--- src/rtl/dk_i2c_pkg.sv ---
package dk_i2c_pkg;

  localparam logic [5:0] DEV_ADDR_HI = 6'b011100;

  localparam logic [7:0] REG_DECODE     = 8'h01;
  localparam logic [7:0] REG_BRIGHT     = 8'h02;
  localparam logic [7:0] REG_SCANLIM    = 8'h03;
  localparam logic [7:0] REG_CONFIG     = 8'h04;
  localparam logic [7:0] REG_PORTCFG    = 8'h06;
  localparam logic [7:0] REG_TEST       = 8'h07;
  localparam logic [7:0] REG_KEYLATCH   = 8'h08;
  localparam logic [7:0] REG_KEYLIVE    = 8'h0C;
  localparam logic [7:0] REG_DIGIT_BASE = 8'h20;
  localparam logic [7:0] PTR_CEILING    = 8'h7F;

  localparam int CFG_RUN_BIT   = 0;
  localparam int CFG_TYPE_BIT  = 1;
  localparam int CFG_CLEAR_BIT = 5;

  localparam logic [7:0] BRIGHT_RST  = 8'h04;
  localparam logic [7:0] PORTCFG_RST = 8'h80;

  typedef enum logic [2:0] {
    ST_IDLE,
    ST_RX,
    ST_ACK,
    ST_TX,
    ST_MACK
  } busState_t;

  typedef struct packed {
    logic shiftIn;
    logic loadCmd;
    logic writeReg;
    logic loadRead;
    logic shiftOut;
  } dpStrobe_t;

endpackage

--- src/rtl/dk_line_filter.sv ---
module dk_line_filter #(
  parameter int FILT_LEN = 4
) (
  input  logic clk,
  input  logic rstN,
  input  logic rawIn,
  output logic fltOut
);
  localparam int CW = $clog2(FILT_LEN + 1);

  logic [1:0]    syncQ;
  logic [CW-1:0] runCnt;

  always_ff @(posedge clk or negedge rstN) begin
    if (!rstN) begin
      syncQ  <= 2'b11;
      runCnt <= '0;
      fltOut <= 1'b1;
    end else begin
      syncQ <= {syncQ[0], rawIn};
      if (syncQ[1] == fltOut) begin
        runCnt <= '0;
      end else if (runCnt == CW'(FILT_LEN - 1)) begin
        fltOut <= syncQ[1];
        runCnt <= '0;
      end else begin
        runCnt <= runCnt + 1'b1;
      end
    end
  end
endmodule

--- src/rtl/dk_i2c_ctrl.sv ---
module dk_i2c_ctrl
  import dk_i2c_pkg::*;
(
  input  logic      clk,
  input  logic      rstN,
  input  logic      sclFlt,
  input  logic      sdaFlt,
  input  logic      addrMatch,
  input  logic      rwBit,
  input  logic      txBit,
  output dpStrobe_t stb,
  output logic      serDatOe,
  output logic      busStop
);
  busState_t state;
  logic [3:0] bitCnt;
  logic sclPrev, sdaPrev;
  logic addrPhase, gotCmd, isRead, mAck;
  logic sclRise, sclFall, busStart;

  assign sclRise  = sclFlt & ~sclPrev;
  assign sclFall  = ~sclFlt & sclPrev;
  assign busStart = sclFlt & sclPrev & sdaPrev & ~sdaFlt;
  assign busStop  = sclFlt & sclPrev & ~sdaPrev & sdaFlt;

  assign serDatOe = (state == ST_ACK) || (state == ST_TX && !txBit);

  always_comb begin
    stb = '0;
    if (!busStart && !busStop) begin
      case (state)
        ST_RX: begin
          stb.shiftIn = sclRise;
          if (sclFall && bitCnt == 4'd8 && !addrPhase) begin
            stb.loadCmd  = ~gotCmd;
            stb.writeReg = gotCmd;
          end
        end
        ST_ACK:  stb.loadRead = sclFall & isRead;
        ST_TX:   stb.shiftOut = sclFall & (bitCnt != 4'd7);
        ST_MACK: stb.loadRead = sclFall & mAck;
        default: ;
      endcase
    end
  end

  always_ff @(posedge clk or negedge rstN) begin
    if (!rstN) begin
      state     <= ST_IDLE;
      bitCnt    <= '0;
      sclPrev   <= 1'b1;
      sdaPrev   <= 1'b1;
      addrPhase <= 1'b0;
      gotCmd    <= 1'b0;
      isRead    <= 1'b0;
      mAck      <= 1'b0;
    end else begin
      sclPrev <= sclFlt;
      sdaPrev <= sdaFlt;
      if (busStart) begin
        state     <= ST_RX;
        bitCnt    <= '0;
        addrPhase <= 1'b1;
        gotCmd    <= 1'b0;
      end else if (busStop) begin
        state <= ST_IDLE;
      end else begin
        case (state)
          ST_RX: begin
            if (sclRise) bitCnt <= bitCnt + 1'b1;
            if (sclFall && bitCnt == 4'd8) begin
              if (addrPhase) begin
                if (addrMatch) begin
                  isRead <= rwBit;
                  state  <= ST_ACK;
                end else begin
                  state <= ST_IDLE;
                end
              end else begin
                gotCmd <= 1'b1;
                state  <= ST_ACK;
              end
            end
          end
          ST_ACK: begin
            if (sclFall) begin
              addrPhase <= 1'b0;
              bitCnt    <= '0;
              state     <= isRead ? ST_TX : ST_RX;
            end
          end
          ST_TX: begin
            if (sclFall) begin
              if (bitCnt == 4'd7) state <= ST_MACK;
              else bitCnt <= bitCnt + 1'b1;
            end
          end
          ST_MACK: begin
            if (sclRise) mAck <= ~sdaFlt;
            if (sclFall) begin
              if (mAck) begin
                state  <= ST_TX;
                bitCnt <= '0;
              end else begin
                state <= ST_IDLE;
              end
            end
          end
          default: ;
        endcase
      end
    end
  end
endmodule

--- src/rtl/dk_reg_datapath.sv ---
module dk_reg_datapath
  import dk_i2c_pkg::*;
#(
  parameter int NUM_DIGITS    = 4,
  parameter bit KEYPAD_FITTED = 1'b1
) (
  input  logic                    clk,
  input  logic                    rstN,
  input  dpStrobe_t               stb,
  input  logic                    sdaBit,
  input  logic                    addrStrap,
  input  logic [7:0]              keyDebIn,
  input  logic [7:0]              keyLiveIn,
  output logic                    addrMatch,
  output logic                    rwBit,
  output logic                    txBit,
  output logic [7:0]              ptr,
  output logic                    wrStrobe,
  output logic [7:0]              wrAddr,
  output logic [7:0]              wrData,
  output logic                    rdStrobe,
  output logic [7:0]              rdAddr,
  output logic [7:0]              decodeMode,
  output logic [7:0]              brightness,
  output logic [7:0]              scanLimit,
  output logic                    runEnable,
  output logic [7:0]              portCfg,
  output logic                    testMode,
  output logic [NUM_DIGITS*8-1:0] digitData,
  output logic [7:0]              segData
);
  localparam logic [7:0] REG_SEGS     = 8'(REG_DIGIT_BASE + NUM_DIGITS);
  localparam logic [7:0] SCANLIM_RST  = 8'(NUM_DIGITS - 1);

  logic [7:0] shiftQ;
  logic [7:0] rdMux;
  logic [7:0] digitQ [NUM_DIGITS];
  logic       clearAll;
  logic       ptrStep;

  assign addrMatch = (shiftQ[7:1] == {DEV_ADDR_HI, addrStrap});
  assign rwBit     = shiftQ[0];
  assign txBit     = shiftQ[7];
  assign ptrStep   = (stb.writeReg | stb.loadRead) && (ptr != PTR_CEILING);
  assign clearAll  = wrStrobe && (wrAddr == REG_CONFIG) && wrData[CFG_CLEAR_BIT];

  always_comb begin
    rdMux = 8'h00;
    case (ptr)
      REG_DECODE:   rdMux = decodeMode;
      REG_BRIGHT:   rdMux = brightness;
      REG_SCANLIM:  rdMux = scanLimit;
      REG_CONFIG: begin
        rdMux[CFG_RUN_BIT]  = runEnable;
        rdMux[CFG_TYPE_BIT] = KEYPAD_FITTED;
      end
      REG_PORTCFG:  rdMux = portCfg;
      REG_TEST:     rdMux = {7'b0, testMode};
      REG_KEYLATCH: rdMux = keyDebIn;
      REG_KEYLIVE:  rdMux = keyLiveIn;
      REG_SEGS:     rdMux = segData;
      default:      ;
    endcase
    for (int i = 0; i < NUM_DIGITS; i++) begin
      if (ptr == 8'(REG_DIGIT_BASE + i)) rdMux = digitQ[i];
    end
  end

  always_ff @(posedge clk or negedge rstN) begin
    if (!rstN) begin
      shiftQ   <= '0;
      ptr      <= '0;
      wrStrobe <= 1'b0;
      wrAddr   <= '0;
      wrData   <= '0;
      rdStrobe <= 1'b0;
      rdAddr   <= '0;
    end else begin
      if (stb.shiftIn)       shiftQ <= {shiftQ[6:0], sdaBit};
      else if (stb.loadRead) shiftQ <= rdMux;
      else if (stb.shiftOut) shiftQ <= {shiftQ[6:0], 1'b0};

      if (stb.loadCmd)  ptr <= shiftQ;
      else if (ptrStep) ptr <= ptr + 1'b1;

      wrStrobe <= stb.writeReg;
      rdStrobe <= stb.loadRead;
      if (stb.writeReg) begin
        wrAddr <= ptr;
        wrData <= shiftQ;
      end
      if (stb.loadRead) rdAddr <= ptr;
    end
  end

  always_ff @(posedge clk or negedge rstN) begin
    if (!rstN) begin
      decodeMode <= '0;
      brightness <= BRIGHT_RST;
      scanLimit  <= SCANLIM_RST;
      runEnable  <= 1'b0;
      portCfg    <= PORTCFG_RST;
      testMode   <= 1'b0;
      segData    <= '0;
    end else if (wrStrobe) begin
      case (wrAddr)
        REG_DECODE:  decodeMode <= wrData;
        REG_BRIGHT:  brightness <= wrData;
        REG_SCANLIM: scanLimit  <= wrData;
        REG_CONFIG:  runEnable  <= wrData[CFG_RUN_BIT];
        REG_PORTCFG: portCfg    <= wrData;
        REG_TEST:    testMode   <= wrData[0];
        default:     ;
      endcase
      if (clearAll) segData <= '0;
      else if (wrAddr == REG_SEGS) segData <= wrData;
    end
  end

  for (genvar g = 0; g < NUM_DIGITS; g++) begin : g_digit
    localparam logic [7:0] MY_ADDR = 8'(REG_DIGIT_BASE + g);
    always_ff @(posedge clk or negedge rstN) begin
      if (!rstN) digitQ[g] <= '0;
      else if (clearAll) digitQ[g] <= '0;
      else if (wrStrobe && wrAddr == MY_ADDR) digitQ[g] <= wrData;
    end
    assign digitData[g*8 +: 8] = digitQ[g];
  end
endmodule

--- src/rtl/dispkey_i2c_slave.sv ---
module dispkey_i2c_slave
  import dk_i2c_pkg::*;
#(
  parameter int FILT_LEN      = 4,
  parameter int NUM_DIGITS    = 4,
  parameter bit KEYPAD_FITTED = 1'b1
) (
  input  logic                    clk,
  input  logic                    rstN,
  input  logic                    serClkIn,
  input  logic                    serDatIn,
  output logic                    serDatOe,
  input  logic                    addrStrap,
  input  logic [7:0]              keyDebIn,
  input  logic [7:0]              keyLiveIn,
  output logic                    wrStrobe,
  output logic [7:0]              wrAddr,
  output logic [7:0]              wrData,
  output logic                    rdStrobe,
  output logic [7:0]              rdAddr,
  output logic [7:0]              decodeMode,
  output logic [7:0]              brightness,
  output logic [7:0]              scanLimit,
  output logic                    runEnable,
  output logic [7:0]              portCfg,
  output logic                    testMode,
  output logic [NUM_DIGITS*8-1:0] digitData,
  output logic [7:0]              segData
);
  logic [1:0] rawLines;
  logic [1:0] fltLines;
  logic       sclFlt, sdaFlt;
  logic       addrMatch, rwBit, txBit, busStop;
  logic [7:0] ptr;
  dpStrobe_t  stb;

  assign rawLines = {serDatIn, serClkIn};
  assign sclFlt   = fltLines[0];
  assign sdaFlt   = fltLines[1];

  for (genvar l = 0; l < 2; l++) begin : g_line
    dk_line_filter #(.FILT_LEN(FILT_LEN)) filt_i (
      .clk(clk), .rstN(rstN), .rawIn(rawLines[l]), .fltOut(fltLines[l])
    );
  end

  dk_i2c_ctrl ctrl_i (
    .clk(clk), .rstN(rstN), .sclFlt(sclFlt), .sdaFlt(sdaFlt),
    .addrMatch(addrMatch), .rwBit(rwBit), .txBit(txBit),
    .stb(stb), .serDatOe(serDatOe), .busStop(busStop)
  );

  dk_reg_datapath #(.NUM_DIGITS(NUM_DIGITS), .KEYPAD_FITTED(KEYPAD_FITTED)) dp_i (
    .clk(clk), .rstN(rstN), .stb(stb), .sdaBit(sdaFlt), .addrStrap(addrStrap),
    .keyDebIn(keyDebIn), .keyLiveIn(keyLiveIn),
    .addrMatch(addrMatch), .rwBit(rwBit), .txBit(txBit), .ptr(ptr),
    .wrStrobe(wrStrobe), .wrAddr(wrAddr), .wrData(wrData),
    .rdStrobe(rdStrobe), .rdAddr(rdAddr),
    .decodeMode(decodeMode), .brightness(brightness), .scanLimit(scanLimit),
    .runEnable(runEnable), .portCfg(portCfg), .testMode(testMode),
    .digitData(digitData), .segData(segData)
  );
endmodule

--- config.mk ---
export PLATFORM = sky130hd
export DESIGN_NAME = dispkey_i2c_slave
export DESIGN_NICKNAME = d
export VERILOG_FILES = /design/src/rtl/dk_i2c_pkg.sv /design/src/rtl/dk_line_filter.sv /design/src/rtl/dk_i2c_ctrl.sv /design/src/rtl/dk_reg_datapath.sv /design/src/rtl/dispkey_i2c_slave.sv
export SDC_FILE = /design/constraint.sdc
export NUM_CORES = 1
export LEC_CHECK = 0
export BUFFER_PORTS_ARGS = -buffer_cell sky130_fd_sc_hd__buf_2
export CORE_UTILIZATION = 30
export DETAILED_ROUTE_END_ITERATION = 8
export MAX_ROUTING_LAYER = met4
export PLACE_DENSITY = 0.59
export SLEW_MARGIN = 20
export SYNTH_ARGS = -nofsm -noshare
export SYNTH_HDL_FRONTEND = slang
export SYNTH_SLANG_ARGS = --single-unit
--- constraint.sdc ---
create_clock -name clk -period 2.25 [get_ports clk]
set_clock_uncertainty 0.2 [all_clocks]
set_input_delay 0.45 -clock clk [delete_from_list [all_inputs] [get_ports clk]]
set_output_delay 0.45 -clock clk [all_outputs]
set_load 0.02 [all_outputs]
==> impl_results.md, run 1 <==
- Result of the run: complete, no violations
- Clk sinks: 141
- Global-route wire length before repair: 37,700 µm
- Fillers: 2,381
- CP Launch Type: flip-flop
- Sequential group share of total power: 42.9%
- Commonest cells after routing, fill and taps aside: dfrtp_1, buf_2, nand2_1, buf_4, a21oi_1
- Maximum number of pins on one net before global-route repair: 49
- Reported leakage power: 0.00452 µW
- Buffers on Ports: 121
- Power share of the clock group: 37.9%
- Final instance area: 9370 µm²
- Overall via count from detail_route: 6,377
- Largest fanout on the critical path: 7
- Routability congestion estimate: 0.912
- Reg clk slew, reported paths: 0.06 ns
- Hold Path Sink: g_line[1].filt_i.syncQ[1]
- Setup repair after global routing missed its margin: yes
- Fin crit period: 2.21 ns
- Area after DPL: 8660 µm²
- Overall Global Routing Usage: 21.1%
- Worst Min Path Start: g_line[1].filt_i.syncQ[0]
- Setup-violating endpoint count in the final report: 0
- Leading register cell type out of synthesis: dfrtp_1
- Core area: 23,700 µm²
- Total number of placement rows: 56
- Required time of the critical path: 2.39 ns
- Part of the Yosys area used for sequential elements: 48.4%
- Total count of max-transition violations in the final report: 0
- TritonCTS clock tree: built
- Count of maximum capacitance violations: 0
- Hold-critical path depth: 0
- Area growth from synthesis to layout: 27.9%
- Synth top area share: 44.1%
- Hold slack final: 0.155 ns
- Top area cells in the synthesized netlist: dfrtp_1, mux2_2, mux2i_1
- Ports placed on the boundary: 122
- GR Overflow Total: 0
- Crit path arrival time: 2.35 ns
- Hold Violations, Final: 0
- X dimension of the die: 158 µm
- Distinct cell type count after synthesis: 76
- Count of flip-flops with a built-in enable after synthesis: 0
- Clk Latency, worst-skew pair: 0.43 ns
- Async set-or-reset flop fraction in the synthesized netlist: 100%
- Power spent charging and discharging nets: 2230 µW
- Internal power of the cells: 4980 µW
- Initial antenna violation count: 0
- Logic pwr share: 19.1%
- Number of global-route vias before repair: 6,246
- Routed length per instance: 20.4 µm
- Yosys synthesis warning count: 0
- H-Tree Depth: 4
- Number of nets with antenna violations after detailed routing: 0
- Sort of element at the end of the critical path: flip-flop
- Worst R2R Start: dp_i.ptr[0]
- Net Count, Synth: 752
- Most common library cell in the layout ignoring fill and taps: dfrtp_1
- Clock Tree Buf Depth: 2
- Kind of path behind the tightest hold check: reg -> reg
- Cell at the root of the clock tree: clkbuf_16
- Maximum VDD drop: 0.551 mV
- Area leader, netlist: dfrtp_1
- Power per unit of standard cell area: 770 nW/µm²
- Total CTS buffers: 17
- Highest clock rate: 453 MHz
- Number of storage elements in the synthesis netlist: 141
- Synthesized area divided by synthesized cell count: 10.1 µm²
- Switching part of the total: 30.9%
- # diodes: 0
- Total DRC errors in the routed layout: 0
- Iteration-0 DRC Markers: 468
- Startpoint-to-endpoint class of the critical path: reg -> reg
- First-pass DRT Iterations: 5
- Terminus of the critical flop-to-flop path: dp_i.shiftQ[7]
- Mean number of vias per cell: 5.25
- Die area: 25,000 µm²
- Sum of net half-perimeters after detailed placement: 18,000 µm
- Gate count of the mapped netlist: 723
- Detailed-route wire length: 24,700 µm
- Reg2Reg Depth: 8
- Summed instance area of the synthesized netlist: 7320 µm²
- Total Nets Final: 912
- Setup slack, reg-to-reg: 0.04 ns
- Slew at the pin with the worst max-slew slack: 0.437 ns
- Final period utilization: 98.0%
- Worst relative slew slack: 70.8%
- Chip height: 158 µm
- Fraction of layout instances using a drive strength above 1: 35.8%
- Starting density of the core: 30.9%
-- per-stage QoR --
stage / setup slack [ns] / instances / utilization (%) / total power, µW / setup TNS [ns]
2_1_floorplan: 0.140 / 723 / - / 3980 / 0
3_3_place_gp: -0.0104 / 1175 / 36.6 / 4440 / -0.0104
3_5_place_dp: -0.0508 / 1175 / 36.6 / 4450 / -0.0754
4_1_cts: 0.0292 / 1211 / 39.2 / 7240 / 0
5_1_grt: -0.00306 / 1215 / 39.6 / 7560 / -0.00434
6_report: 0.0442 / 1215 / 39.6 / 7210 / 0
-- synthesized netlist by cell type, types with 5 or more instances --
cell and number:
o21ai_1 7, inv_1 19, nor4_1 5, clkbuf_1 26
nor2b_1 11, nor3_1 6, nor2_1 45, o22ai_1 13
nand2b_1 6, a21oi_1 48, dfrtp_1 129, xnor2_1 7
mux2i_1 37, nand2_1 83, mux2_1 8, a221oi_1 6
mux2_2 42, a211o_1 6, buf_2 23, dfstp_2 12
nand3_1 41, ha_1 8, o21ai_0 24, nand4_1 14
nand3b_1 7
-- sequential cells by signal, indices dropped and copies added (netlist names), 2 cells and up --
signal                flops
dp_i.wrData               8
dp_i.rdAddr               8
g_line.filt_i.runCnt      6
dp_i.wrAddr               8
dp_i.scanLimit            8
g_line.filt_i.fltOut      2
dp_i.ptr                  8
ctrl_i.state              3
dp_i.digitData           32
dp_i.decodeMode           8
dp_i.portCfg              8
dp_i.brightness           8
ctrl_i.bitCnt             4
dp_i.shiftQ               8
g_line.filt_i.syncQ       4
dp_i.segData              8
-- routing by layer --
layer	wire length [µm]	track usage [%]	vias up	part of all wire, %
met4	332	5.54	0	1.3
met1	11200	27.9	3173	45
met5	0	-	-	0
met3	1340	3.13	29	5.4
met2	11900	33.7	252	48
li1	-	-	2923	-
-- cells by family (layout without fill, tap and decap cells) --
logic type	count (synthesis)	in the layout	share of synthesized area (%)
flip-flops	141	141	48.4
XOR/XNOR	9	9	1.08
AO/OA/AOI/OAI	147	147	13.3
AND/OR/NAND/NOR	257	257	18.6
adder cells (fa/ha/maj)	8	8	1.37
multiplexers	87	87	12.7
buffers and inverters	74	247	4.54
-- how the worst max path moves through the flow --
stage	end	slack (ns)	cells past startpoint	from
final	dp_i.shiftQ[7]	0.04	8	dp_i.ptr[0]
after global routing	dp_i.shiftQ[7]	-0.003	8	dp_i.ptr[0]
after CTS	serDatOe	0.03	3	ctrl_i.state[2]
after detailed placement	dp_i.shiftQ[0]	-0.05	7	dp_i.ptr[1]
after global placement	dp_i.shiftQ[0]	-0.01	7	dp_i.ptr[1]
after floorplan	dp_i.shiftQ[1]	0.14	7	dp_i.ptr[0]
-- final cells by class --
cell class	instances	area (µm²)	share of cell area, %
clock inverter	13	133	1.42
sequential	141	3550	37.9
clock buffer	19	433	4.62
tap	319	399	4.26
inverter	19	71.3	0.761
timing repair buffer	196	1270	13.6
multi-input combinational	508	3510	37.5
-- power by group through the flow --
stage	logic [µW]	clock network (µW)	registers (µW)
floorplan	1020	0	2960
global placement	1320	0	3120
detailed placement	1320	0	3130
CTS	1350	2800	3090
global route	1520	2910	3140
finish	1380	2730	3090
-- critical path, stage by stage (launching register included) --
cell	delay (ns)
dfrtp_2	0.44
inv_2	0.11
ha_4	0.14
nor4b_4	0.31
buf_6	0.19
or2b_1	0.24
o21ai_0	0.21
nor3_1	0.09
o22ai_1	0.18
-- what timing repair did --
action	CTS	global route
buffers inserted	1	3
endpoints found under the setup margin	3	16
hold buffers	3	0
gates resized for setup	5	18
pin swaps	0	3
endpoints found under the hold margin	31	0
gates cloned	0	1
No activity file was read; power rests on OpenSTA's default activity.
==> run 2: changes to the inputs <==
- PLACE_DENSITY: 0.59 -> 0.57
- clock period: 2.25 -> 2.5 ns (I/O delays scaled with it)
==> run 2 against run 1 <==
Effect of this change:
- global-route usage shrank 0.11 points
- clock power shrank 4%
- design area shrank 3.1%
- critical path type is now reg -> out
- largest cell class unchanged
==> impl_results.md, run 2 (synthesis gave the netlist of run 1 again) <==
- Result of the run: complete, no violations
- Total number of placement rows: 56
- Reg2Reg Depth: 5
- Worst setup path start: ctrl_i.state[2]
- Sort of element at the end of the critical path: primary output
- Global-route wire length before repair: 37,700 µm
- Fin crit period: 2.39 ns
- Power per unit of standard cell area: 721 nW/µm²
- Largest delay share family, worst path: flip-flops
- Clk Latency, worst-skew pair: 0.43 ns
- Mean number of vias per cell: 5.27
- Startpoint-to-endpoint class of the critical path: reg -> out
- Routed length per instance: 20.5 µm
- Overall Global Routing Usage: 21.0%
- Chip height: 158 µm
- Count of maximum capacitance violations: 0
- Reported leakage power: 0.00437 µW
- Setup slack, reg-to-reg: 0.13 ns
- Iteration-0 DRC Markers: 494
- Initial antenna violation count: 0
- H-Tree Depth: 4
- Number of nets with antenna violations after detailed routing: 0
- Buffers on Ports: 121
- First-pass DRT Iterations: 5
- Crit path arrival time: 1.69 ns
- Final period utilization: 95.7%
- Ports placed on the boundary: 122
- Library cell contributing the largest single delay on the critical path: dfrtp_1
- Total DRC errors in the routed layout: 0
- Critical path depth: 4
- Reg clk slew, reported paths: 0.06 ns
- Total chip power: 6550 µW
- Fillers: 2,388
- X dimension of the die: 158 µm
- CP Launch Type: flip-flop
- Final setup TNS: 0 ns
- Worst R2R Start: dp_i.ptr[3]
- Number of global-route vias before repair: 6,222
- Area growth from synthesis to layout: 24.0%
- Clk sinks: 141
- Overall via count from detail_route: 6,246
- GR Overflow Total: 0
- Worst path buffer plus inverter count: 2
- Hold Violations, Final: 0
- # diodes: 0
- Commonest cells after routing, fill and taps aside: dfrtp_1, buf_2, nand2_1, a21oi_1, nor2_1
- Hold-critical path depth: 0
- Detailed-route wire length: 24,200 µm
- Terminus of the critical flop-to-flop path: dp_i.shiftQ[6]
- Termination of the worst setup path: serDatOe
- Total Nets Final: 882
- Kind of path behind the tightest hold check: reg -> reg
- Sum of net half-perimeters after detailed placement: 17,500 µm
- Maximum number of pins on one net before global-route repair: 44
- Fraction of layout instances using a drive strength above 1: 32.0%
- Cell at the root of the clock tree: clkbuf_16
- Largest register FFs: 32
- Setup repair after global routing missed its margin: no
- Die area: 25,000 µm²
- Core area: 23,700 µm²
- Maximum VDD drop: 0.442 mV
- Setup-violating endpoint count in the final report: 0
- Routability congestion estimate: 0.896
- Slew at the pin with the worst max-slew slack: 0.659 ns
- Largest fanout on the critical path: 10
- Crit-path max cell delay: 0.40 ns
- Clock Tree Buf Depth: 2
- Required time of the critical path: 1.80 ns
- Most common library cell in the layout ignoring fill and taps: dfrtp_1
- Total CTS buffers: 17
- Highest clock rate: 418 MHz
- TritonCTS clock tree: built
- Total count of max-transition violations in the final report: 0
- Worst relative slew slack: 56.0%
- Starting density of the core: 30.9%
- Ordered cell list for the critical path: buf_4 -> nand2b_1 -> a21oi_1 -> buf_2
[run 2: cell count changes in the layout (fill, tap and decap cells not counted), sizes merged]
cell,before,now
bufinv,1,3
clkinv,3,2
clkbuf,19,20
buf,193,163
inv,24,22
[run 2: layout make-up]
cell class                 instances  area (µm²)  area share [%]
timing repair buffer             166        1010            11.1
sequential                       141        3540            39.0
clock buffer                      20         437            4.81
multi-input combinational        508        3460            38.1
clock inverter                    12         160            1.76
tap                              319         399            4.40
inverter                          19        71.3           0.785
[run 2: worst min-delay path by stage]
stage / end / slack (ns) / start
after floorplan: ctrl_i.addrPhase / 0.004 / rstN
after global placement: g_line[1].filt_i.syncQ[1] / 0.15 / g_line[1].filt_i.syncQ[0]
after detailed placement: g_line[1].filt_i.syncQ[1] / 0.15 / g_line[1].filt_i.syncQ[0]
after CTS: g_line[1].filt_i.syncQ[1] / 0.16 / g_line[1].filt_i.syncQ[0]
after global routing: g_line[1].filt_i.syncQ[1] / 0.16 / g_line[1].filt_i.syncQ[0]
final: g_line[1].filt_i.syncQ[1] / 0.15 / g_line[1].filt_i.syncQ[0]
[run 2: metal layers]
metal	wire [µm]	vias up	track usage, %
met4	573	0	7.19
li1	-	2854	-
met1	11300	3127	28.3
met3	1320	36	3.73
met2	11000	229	31.6
met5	0	-	-
[run 2: per-stage QoR]
step | cell area (µm²) | hold slack, ns | instances | worst slack (ns) | utilization [%]
2_1_floorplan | 7320 | 0.00441 | 723 | 0.390 | -
6_report | 9080 | 0.155 | 1185 | 0.107 | 38.3
3_3_place_gp | 8430 | 0.147 | 1149 | 0.117 | 35.6
3_5_place_dp | 8430 | 0.148 | 1149 | 0.103 | 35.6
5_1_grt | 9080 | 0.157 | 1185 | 0.00230 | 38.3
4_1_cts | 9060 | 0.157 | 1184 | 0.0676 | 38.3
[run 2: power breakdown]
part	total, µW	leakage, µW	switching [µW]	internal, µW
clock	2630	0.000278	1050	1580
sequential	2770	0.00188	276	2500
combinational	1140	0.00221	620	525
total	6550	0.00437	1940	4600
[run 2: what timing repair did]
item | CTS | global route
setup endpoints to repair | 0 | 7
gates resized for setup | 0 | 5
hold endpoints to repair | 31 | 0
hold buffers | 3 | 0
setup buffers | 0 | 1
==> run 3: changes to the inputs <==
- CTS_BUF_LIST: unset -> sky130_fd_sc_hd__clkbuf_4 sky130_fd_sc_hd__clkbuf_8 sky130_fd_sc_hd__clkbuf_16
- HOLD_SLACK_MARGIN: unset -> 0.12
==> run 3 against run 2 <==
Effect of this change:
- flip-flop and latch count is the same
- largest power group unchanged
- fmax hardly changed
- critical path type is now reg -> reg
- design area up 0.12%
- largest cell class unchanged
==> impl_results.md, run 3 (synthesis gave the netlist of run 1 again) <==
- Result of the run: complete, no violations
- Clk sinks: 141
- Crit path arrival time: 2.47 ns
- Reg2Reg Depth: 5
- Worst-case setup margin in the final layout: 0.109 ns
- GR Overflow Total: 0
- Core area: 23,700 µm²
- Worst R2R Start: dp_i.ptr[3]
- Maximum VDD drop: 0.444 mV
- Final setup TNS: 0 ns
- Hold Violations, Final: 0
- Setup-violating endpoint count in the final report: 0
- Overall via count from detail_route: 6,241
- Detailed-route wire length: 24,300 µm
- Fillers: 2,386
- Sum of net half-perimeters after detailed placement: 17,500 µm
- Terminus of the critical flop-to-flop path: dp_i.shiftQ[6]
- Number of global-route vias before repair: 6,209
- Routability congestion estimate: 0.896
- Cell at the root of the clock tree: clkbuf_16
- Clk Latency, worst-skew pair: 0.43 ns
- Library cell contributing the largest single delay on the critical path: nor4_1
- Clock Tree Buf Depth: 2
- Initial antenna violation count: 0
- Buffers on Ports: 121
- Starting density of the core: 30.9%
- Commonest cells after routing, fill and taps aside: dfrtp_1, buf_2, nand2_1, a21oi_1, nor2_1
- Die area: 25,000 µm²
- Final period utilization: 95.6%
- Reg clk slew, reported paths: 0.07 ns
- Highest clock rate: 418 MHz
- Crit-path max cell delay: 0.58 ns
- Startpoint-to-endpoint class of the critical path: reg -> reg
- Total CTS buffers: 17
- Setup repair after global routing missed its margin: no
- Total DRC errors in the routed layout: 0
- Number of nets with antenna violations after detailed routing: 0
- Count of maximum capacitance violations: 0
- Area growth from synthesis to layout: 24.1%
- Routed length per instance: 20.5 µm
- Total Nets Final: 882
- First-pass DRT Iterations: 6
- Setup slack, reg-to-reg: 0.11 ns
- Largest register FFs: 32
- Largest fanout on the critical path: 10
- Kind of path behind the tightest hold check: reg -> reg
- Power per unit of standard cell area: 724 nW/µm²
- Ordered cell list for the critical path: nor2_1 -> nand3_1 -> o221ai_1 -> nor4_1 -> o22ai_1
- Total number of placement rows: 56
- Fraction of layout instances using a drive strength above 1: 32.3%
- Most common library cell in the layout ignoring fill and taps: dfrtp_1
- Fin crit period: 2.39 ns
- Area after DPL: 8430 µm²
- Iteration-0 DRC Markers: 406
- Global-route wire length before repair: 37,800 µm
- X dimension of the die: 158 µm
- Slew at the pin with the worst max-slew slack: 0.696 ns
- CP Launch Type: flip-flop
- Final instance area: 9090 µm²
- Maximum number of pins on one net before global-route repair: 44
- Final core area utilization: 38.4%
- Reported leakage power: 0.00438 µW
- Setup WS pre-CTS: 0.103 ns
- TritonCTS clock tree: built
- Worst setup path start: dp_i.ptr[3]
- Total count of max-transition violations in the final report: 0
- Ports placed on the boundary: 122
- H-Tree Depth: 4
- Mean number of vias per cell: 5.27
- Overall Global Routing Usage: 21.0%
- Hold slack final: 0.155 ns
- Sort of element at the end of the critical path: flip-flop
- Termination of the worst setup path: dp_i.shiftQ[6]
- Worst relative slew slack: 53.6%
- Chip height: 158 µm
- # diodes: 0
- Required time of the critical path: 2.58 ns
==> run 3: cell counts in the layout (fill, tap and decap cells not counted) <==
Identical to the previous run, type by type.
==> run 3: what timing repair did <==
action / 4_1_cts / 5_1_grt
hold endpoints to repair: 39 / 0
resized for setup: 0 / 5
buffers inserted: 0 / 1
setup endpoints to repair: 0 / 7
hold buffers: 3 / 0
==> run 3: per-stage QoR <==
step                      total power [µW]  std cells
final                                 6580       1185
after floorplan                       3580        723
after CTS                             6630       1184
after global placement                3930       1149
after detailed placement              3940       1149
after global routing                  6880       1185
==> run 3: worst max-delay path, delay by kind of cell (launching register included) <==
kind | cells | cell delay, ns
flops | 1 | 0.55
compound gates | 2 | 0.41
simple gates | 3 | 1.07
==> run 3: where the power goes <==
group          switching [µW]  internal [µW]  total, µW  leakage, µW
clock network            1050           1610       2660     0.000288
logic                     619            525       1140      0.00221
registers                 275           2500       2770      0.00188
==> run 3: worst min path at each step <==
stage,startpoint,to,slack (ns),cells past startpoint
2_1_floorplan,rstN,ctrl_i.addrPhase,0.004,0
3_3_place_gp,g_line[1].filt_i.syncQ[0],g_line[1].filt_i.syncQ[1],0.15,0
3_5_place_dp,g_line[1].filt_i.syncQ[0],g_line[1].filt_i.syncQ[1],0.15,0
4_1_cts,g_line[1].filt_i.syncQ[0],g_line[1].filt_i.syncQ[1],0.16,0
5_1_grt,g_line[1].filt_i.syncQ[0],g_line[1].filt_i.syncQ[1],0.16,0
6_report,g_line[1].filt_i.syncQ[0],g_line[1].filt_i.syncQ[1],0.15,0
==> run 3: final cells by class <==
class	instances	area, µm²	share of cell area [%]
clock buffer	20	448	4.93
clock inverter	12	160	1.76
inverter	19	71.3	0.784
multi-input combinational	508	3460	38.1
sequential	141	3540	39.0
tap	319	399	4.39
timing repair buffer	166	1010	11.1
==> run 3: routing by layer <==
| layer | global-route usage (%) | vias up | share of wire, % |
|---|---|---|---|
| li1 | - | 2851 | - |
| met1 | 28.4 | 3144 | 47 |
| met2 | 31.8 | 217 | 46 |
| met3 | 3.73 | 29 | 5.6 |
| met4 | 6.59 | 0 | 1.9 |
| met5 | - | - | 0 |
